**config.mk**
```make
export PLATFORM = sky130hd
export DESIGN_NAME = folded_engine
export DESIGN_NICKNAME = d
export VERILOG_FILES = /design/src/rtl/folded_engine.sv
export SDC_FILE = /design/constraint.sdc
export NUM_CORES = 1
export LEC_CHECK = 0
export ABC_AREA = 1
export BUFFER_PORTS_ARGS = -buffer_cell sky130_fd_sc_hd__buf_2
export CAP_MARGIN = 20
export CORE_UTILIZATION = 35
export CTS_CLUSTER_DIAMETER = 200
export DETAILED_ROUTE_END_ITERATION = 8
export PLACE_DENSITY = 0.66
export SLEW_MARGIN = 0
export SYNTH_ARGS = -nofsm -noshare
export SYNTH_HDL_FRONTEND = slang
export SYNTH_SLANG_ARGS = --single-unit
```
**constraint.sdc**
```tcl
create_clock -name clk -period 4.3 [get_ports clk]
set_clock_uncertainty 0.05 [all_clocks]
set_input_delay 0.86 -clock clk [delete_from_list [all_inputs] [get_ports clk]]
set_output_delay 0.86 -clock clk [all_outputs]
set_load 0.05 [all_outputs]
```
**src/rtl/folded_engine.sv**
```systemverilog
module folded_engine #(
  parameter int unsigned W     = 16,
  parameter int unsigned N     = 4,
  parameter int unsigned ROT   = 3,
  parameter int unsigned KBASE = 'h1234,
  parameter int unsigned KSTEP = 'h0F0F,
  localparam int unsigned SW   = (N > 1) ? $clog2(N) : 1
) (
  input  logic         clk,
  input  logic         rst_n,
  input  logic         in_valid,
  input  logic [W-1:0] in_data,
  output logic         in_deq,
  input  logic         out_full,
  output logic [W-1:0] out_data,
  output logic         out_enq
);
  localparam logic [SW-1:0] LAST = SW'(N - 1);

  logic [SW-1:0]  stg;
  logic [W-1:0]   acc;
  logic [W-1:0]   opnd, kval, sum;
  logic [2*W-1:0] dbl;
  logic           at_first, at_last, fire;

  assign at_first = (stg == '0);
  assign at_last  = (stg == LAST);
  assign fire     = rst_n & (!at_first | in_valid) & (!at_last | !out_full);

  assign opnd = at_first ? in_data : acc;
  assign kval = W'(KBASE) + W'(KSTEP) * W'(stg);
  assign sum  = opnd + kval;
  assign dbl  = {sum, sum};

  assign out_data = dbl[2*W-1-ROT -: W];
  assign in_deq   = fire & at_first;
  assign out_enq  = fire & at_last;

  always_ff @(posedge clk or negedge rst_n)
    if (!rst_n)    stg <= '0;
    else if (fire) stg <= at_last ? '0 : stg + SW'(1);

  always_ff @(posedge clk)
    if (fire && !at_last) acc <= out_data;
endmodule

```
# After elaboration in Yosys (flattened, before gate mapping)

Cells that the tools add are included.
Widths: inputs -> output; s select.

$add $sub $neg: 3
$mul: 1
Divide/modulo/power cells: 0
Magnitude comparators: 0
Equal/unequal tests: 1
Shift-type cells: 0
Muxes and demuxes: 2
Bitwise operators: 6
Reductions and logical operators: 5

Operators with widths:

| kind                   | count |
|---|---|
| $add 16x15->16         | 1 |
| $mux 16                | 1 |
| $add 13x14->15 const A | 1 |
| $mul 12x2->14 const A  | 1 |
| $and 1x1->1            | 4 |
| $logic_not 1->1        | 3 |
| $add 2x1->2 const B    | 1 |
| $eq 2x2->1 const B     | 1 |
| $logic_not 2->1        | 1 |
| $mux 2                 | 1 |
| $or 1x1->1             | 2 |
| $logic_and 1x1->1      | 1 |

Register bits: 18
Latch bits: 0
Bits in writable memories: 0
Memory bits (read-only): 0
Input bits: 20
Output and inout bits: 18
Memories kept: 0

# Logic depth before layout (Yosys ltp)

Gate-level depths: netlist (run 1).

Depth in word-level cells: 6
Gate-level depth with buffers: 19
Mapped depth without buffers: 17

# Worst setup path before layout (run 1)

No wires, ideal clock.

Path kind: register -> output
Start: reg stg[1]
End: out out_data[12]
Data arrival time: 3,773 ps
Data required time: 3,390 ps
Setup slack: -383 ps
Cell stages (with the launch flop): 14
Buffers on the path: 1
Path through: dfrtp_1 > inv_1 > ha_1 > buf_6 > mux2i_1 > fa_1 > fa_1 > inv_1 > ha_1 > or2_2 > nand3_1 > nand2_1 > nand2_1 > xor2_1

Cells in the longest elaborated chain, start to end: 3
Elaborated cells between the ends (all ways): 5
Classes of those cells: add/sub: 2; mul: 1; mux: 1; reduce/logical: 1

Ends and longest elaborated chain:

| what                                             | RTL line | RTL |
|---|---|---|
| start: declaration                               | 20       | `logic [SW-1:0] stg;` |
| start signal: assignment                         | 41       | `else if (fire) stg <= at_last ? '0 : stg + SW'(1);` |
| $mul 12x2->14 or $logic_not 2->1 (tied branches) | 31, 26   |  |
| $add 13x14->15 or $mux 16 (tied branches)        | 31, 30   |  |
| $add 16x15->16 (*)                               | 32       | `assign sum = opnd + kval;` |
| end: declaration                                 | 15       | `output logic [W-1:0] out_data,` |

Mark *: on every way between the ends. The rest lies on a longest branch, timed or not.

# Final worst setup path (run 1)

Start: reg stg[0]
End: out out_data[0]

The elaborated chain is that of the path after synthesis.

==> impl_metrics.tcl, run 1 <==
set metrics [dict create \
    status "complete, no violations" \
    final_nets 316 \
    ys_types 27 \
    ys_ff_latch 18 \
    grt_usage_pct 16.6 \
    synthSimpleGateAreaFrac_pct 24.9 \
    gp_congestion 0.854 \
    ys_seq_area_share_pct 29.8 \
    drive_gt1_share_pct 32.1 \
    required_ps 3390 \
    rsz0062_at_grt "true" \
    start_kind "flip-flop" \
    drt-total-wl_um 4160 \
    syn_inst 215 \
    worstMarginPinSlew_ps 771 \
    layoutNonFillerInstCount 332 \
    grt_max_degree 14 \
    root_buffer "clkbuf_8" \
    hpwl_um 3300 \
    netlist_area_um2 1780 \
    min_path_type "in2async" \
    rows 25 \
    worst_setup_path_end_kind "primary output" \
    grt_pass1_vias 1495 \
    period_share_pct 97.6 \
    drc 0 \
    final_util_pct 48.7 \
    start_util_pct 36.9 \
    cts.path.max_buffers 2 \
    path_class "reg2out" \
    die_w_um 73.3 \
    drt_first_pass_iters 4 \
    cp_max_fo 5 \
    fmax_mhz 238 \
    cts_tree "built" \
    synth_xor_area_share_pct 2.95 \
    holdWs_ps 322 \
    io-pin-count 38 \
    crit_arrival_ps 3290 \
    hold_violations 0 \
    htreeDepth 1 \
    slew_headroom_pct 48.4 \
    setup_viol 0 \
    synthMuxAreaShare_pct 3.94 \
    core_um2 4820 \
    cts_sinks 18 \
    syn_to_final_growth_pct 31.8 \
    path_clk_slew_ps 80 \
    synthAdderAreaFrac_pct 24.9 \
    grt_pass1_wl_um 6570 \
    n_antenna_cell 0 \
    synth_top_family_by_area "simple AND/OR/NAND/NOR gates" \
    fill_cells 487 \
    synth_compound_area_share_pct 4.01 \
    ant_nets 0 \
    port_buffers 37 \
    drt_iter0_drc 43 \
    cts_buffers 3 \
    die-area_um2 5370 \
    synth_fp_nets 265 \
    clk-insertion-delay-late_ps 260 \
    finalCriticalPeriod_ps 4200 \
    slew_viol_final 0 \
    dr_total_vias 1531 \
    wl_per_cell_um 12.5 \
    grt-ovfl-total 0 \
    dp_cells 327 \
    vias_per_cell 4.61 \
    cap_violations 0 \
    ys_warn_count 0 \
    die_height_um 73.3 \
    antenna_found_initial 0 \
    avgSynthCellArea_um2 8.28 \
]
[path summary, 6_finish.rpt]
check / slack [ps] / endpoint / start / cells after the start
max reg2reg: 1150 / acc[0] / stg[0] / 13
max in group asynchronous: 3770 / stg[1] / rst_n / 1
min in group clk: 640 / acc[2] / acc[15] / 3
max: 100 / out_data[0] / stg[0] / 13
min: 320 / stg[0] / rst_n / 1
min reg2reg: 640 / acc[2] / acc[15] / 3
[metrics by stage]
step | worst slack (ps) | area, um2 | setup TNS [ps]
global route | -27.4 | 2340 | -63.0
floorplan | -90.1 | 1830 | -90.1
detailed placement | 29.5 | 2160 | 0
global placement | 72.7 | 2160 | 0
finish | 103 | 2340 | 0
CTS | 30.2 | 2250 | 0
[synthesized netlist by cell type]
master	n	area, um2
nor2_2	1	6.26
nor2_1	10	37.5
a21oi_1	4	20.0
nand3_1	10	50.1
nand4_1	3	18.8
o21ai_4	1	16.3
nand2_1	66	248
inv_1	36	135
a21boi_0	1	7.51
o21ai_0	3	15.0
ha_1	21	263
mux2i_1	7	70.1
buf_2	1	5.00
a21o_1	1	7.51
fa_1	9	180
nand3b_1	1	7.51
xor2_1	6	52.6
o21ai_1	1	5.00
edfxtp_1	16	480
or2_2	2	12.5
nand3_2	1	10.0
inv_4	1	6.26
and2_1	1	6.26
nor3_1	3	15.0
buf_6	2	22.5
dfrtp_1	2	50.1
nand2_2	5	31.3
[critical path, stage by stage (launching register included)]
cell and delay (ps):
dfrtp_1 360, inv_1 80, ha_4 210, mux2i_4 190, fa_2 340, fa_1 510, inv_1 40, ha_1 290
or2_2 290, and2_2 240, nand4_1 100, nand3_1 100, nand2_2 100, buf_6 160
[registers in the layout (all words and copies together) (netlist names)]
signal and flops:
acc 16, stg 2
[layout make-up]
class	instances	area, um2	area share [%]
well taps	67	83.8	3.58
flip-flops and latches	18	532	22.7
repair buffers	49	329	14.0
inverters	37	141	6.03
multi-input cells	157	1210	51.8
clock buffers	4	45.0	1.92
[timing repair]
action	4_1_cts	5_1_grt
resized for setup	12	25
endpoints found under the setup margin	10	11
setup buffers	0	1
pin swaps	0	3
hold buffers	0	0
[cell usage in the layout, fill, tap and decap left out, types with 2 or more instances in the layout]
cell type,instances
a21oi_1,3
nor3_1,2
nand2_1,61
xor2_2,3
nand2_2,10
clkbuf_8,3
inv_1,36
buf_4,15
fa_2,2
mux2i_1,5
nand4_1,3
xor2_4,2
ha_4,2
o21ai_0,3
ha_1,17
nor2_1,10
or2_2,2
edfxtp_1,16
ha_2,2
buf_2,28
buf_6,5
fa_1,7
nand3_1,10
[cell families after synthesis]
kind of cell | Yosys count
xor+xnor | 6
buf+inv | 40
fa+ha+maj | 30
flops | 18
compound gates | 11
mux | 7
simple gates | 103
[routing by layer]
| metal | track usage (%) | share of wire, % | vias up |
|---|---|---|---|
| met5 | 0 | 0 | - |
| met4 | 5.77 | 1.3 | 0 |
| met3 | 2.19 | 3.9 | 5 |
| met2 | 29.6 | 48 | 38 |
| met1 | 20.6 | 47 | 712 |
| li1 | - | - | 776 |
Power of run 1 is not shown: default switching activity piles up to over one toggle a cycle in this logic, so the estimate is an artifact.
==> run 2: changes to the inputs <==
--- a/config.mk
+++ b/config.mk
@@ -11,7 +11,8 @@
 export CORE_UTILIZATION = 35
 export CTS_CLUSTER_DIAMETER = 200
 export DETAILED_ROUTE_END_ITERATION = 8
-export PLACE_DENSITY = 0.66
+export GPL_TIMING_DRIVEN = 0
+export PLACE_DENSITY = 0.64
 export SLEW_MARGIN = 0
 export SYNTH_ARGS = -nofsm -noshare
 export SYNTH_HDL_FRONTEND = slang
==> constraint.sdc (replaced) <==
create_clock -name clk -period 4.85 [get_ports clk]
set_clock_uncertainty 0.05 [all_clocks]
set_input_delay 0.97 -clock clk [delete_from_list [all_inputs] [get_ports clk]]
set_output_delay 0.97 -clock clk [all_outputs]
set_load 0.05 [all_outputs]
==> run 2 against run 1 <==
  * Hold slack improved by 120 ps
  * Sequential cell count did not move
  * Count of clock-buffer cells in the layout fell by 1
  * Setup slack improved by 100 ps
  * Core utilization fell by 3.0 points
  * Final cell count fell by 0.30%
  * Final area fell by 6.1%
  * Global-route usage fell by 0.49 points
  * Sequential share of layout area rose by 1.5 points
  * Non-clock buffer count fell by 1
  * Via count fell by 4.5%
  * Register-to-register slack improved by 280 ps
  * Critical endpoint is now out_data[12]
==> impl_metrics.tcl, run 2 (synthesis gave the netlist of run 1 again) <==
set metrics [dict create \
    vias_per_cell 4.42 \
    core_um2 4820 \
    gp_congestion 0.830 \
    finalCriticalPeriod_ps 4650 \
    cp_max_fo 8 \
    crit-reg2reg-capture "acc[2]" \
    io-pin-count 38 \
    drt-total-wl_um 4060 \
    die_w_um 73.3 \
    hpwl_um 3250 \
    clk-insertion-delay-late_ps 250 \
    cts_tree "built" \
    rows 25 \
    setup_viol 0 \
    worst_setup_path_end_kind "primary output" \
    grt-ovfl-total 0 \
    slew_viol_final 0 \
    cts_hold_buf 0 \
    cp_slowest_cell "fa_1" \
    cts_sinks 18 \
    wl_per_cell_um 12.3 \
    grt_usage_pct 16.1 \
    layout.cells.most_common "nand2_1" \
    drt_iter0_drc 38 \
    hold_violations 0 \
    cpPeakStageDelay_ps 510 \
    largest_register "acc" \
    drt_first_pass_iters 4 \
    fmax_mhz 215 \
    ant_nets 0 \
    period_share_pct 95.8 \
    slew_headroom_pct 40.6 \
    drc 0 \
    drive_gt1_share_pct 26.5 \
    start_util_pct 36.9 \
    reg2reg_slack_ps 1430 \
    crit_chain "inv_4, ha_1, buf_6, mux2i_1, fa_1, fa_1, inv_1, ha_1, or2_2, nand3_1, nand2_1, nand2_1, xor2_1, buf_4" \
    start_kind "flip-flop" \
    rsz0062_at_grt "false" \
    worstMarginPinSlew_ps 891 \
    port_buffers 37 \
    path_class "reg2out" \
    r2r_cells 15 \
    largest_reg_flops 16 \
    htreeDepth 1 \
    die-area_um2 5370 \
    die_height_um 73.3 \
    dr_total_vias 1462 \
    cts_buffers 3 \
    regToRegStartpoint "stg[0]" \
    syn_to_final_growth_pct 23.8 \
    final_nets 315 \
    grt_pass1_wl_um 6640 \
    final_util_pct 45.7 \
    n_antenna_cell 0 \
    min_path_type "in2async" \
    path_clk_slew_ps 70 \
    layout_common_cells "66 x nand2_1, 34 x inv_1, 34 x buf_2" \
    grt_max_degree 18 \
    cts.path.max_buffers 2 \
    status "complete, no violations" \
    crit_arrival_ps 3630 \
    root_buffer "clkbuf_8" \
    top_regs "acc x16, stg x2" \
    grt_pass1_vias 1461 \
    antenna_found_initial 0 \
    required_ps 3830 \
    cap_violations 0 \
]
==> run 2: cell count changes in the layout (fill, tap and decap cells not counted), sizes merged <==
cell and change:
buf -2, clkinv +1
==> run 2: worst max path at each step <==
stage	startpoint	to	slack (ps)	cells past startpoint
3_5_place_dp	stg[1]	out_data[2]	-120	17
4_1_cts	stg[0]	out_data[2]	30	17
5_1_grt	stg[0]	out_data[2]	10	18
6_report	stg[0]	out_data[12]	200	14
3_3_place_gp	stg[1]	out_data[2]	-60	17
2_1_floorplan	stg[1]	out_data[12]	60	13
==> run 2: final cells by class <==
class,instances,area [um2]
inverters,37,144
clock buffers,3,41.3
multi-input cells,157,1090
fillers,510,2620
clock inverters,1,3.75
well taps,67,83.8
repair buffers,45,269
flip-flops and latches,18,533
plain buffers,3,33.8
==> run 2: critical path: cells and delay by family (launching register included) <==
family,cells,cell delay [ps]
xor gates and xnor gates,1,220
adders and majority gates,4,1430
buffers and inverters,4,510
DFF,1,450
muxes,1,140
and+or+nand+nor,4,620
==> run 2: through the flow <==
stage	setup slack [ps]	cells	area (um2)	hold WS (ps)	TNS (ps)
2_1_floorplan	56.6	215	1780	624	0
3_3_place_gp	-55.0	319	2050	637	-66.2
3_5_place_dp	-116	319	2050	645	-178
4_1_cts	30.0	324	2120	439	0
5_1_grt	14.8	331	2200	440	0
6_report	203	331	2200	438	0
==> run 2: metal layers <==
metal	global-route usage (%)	vias to the layer above	part of all wire, %
met5	0	-	0
met1	21.7	651	50
met2	28.5	29	47
li1	-	780	-
met3	1.65	2	3.0
met4	2.56	0	0.34
==> run 2: repair_timing <==
item / CTS / global route
gates resized for setup: 8 / 7
endpoints found under the setup margin: 10 / 7
cloned: 0 / 0
setup buffers: 1 / 7
Power of run 2 is left out for the same reason.
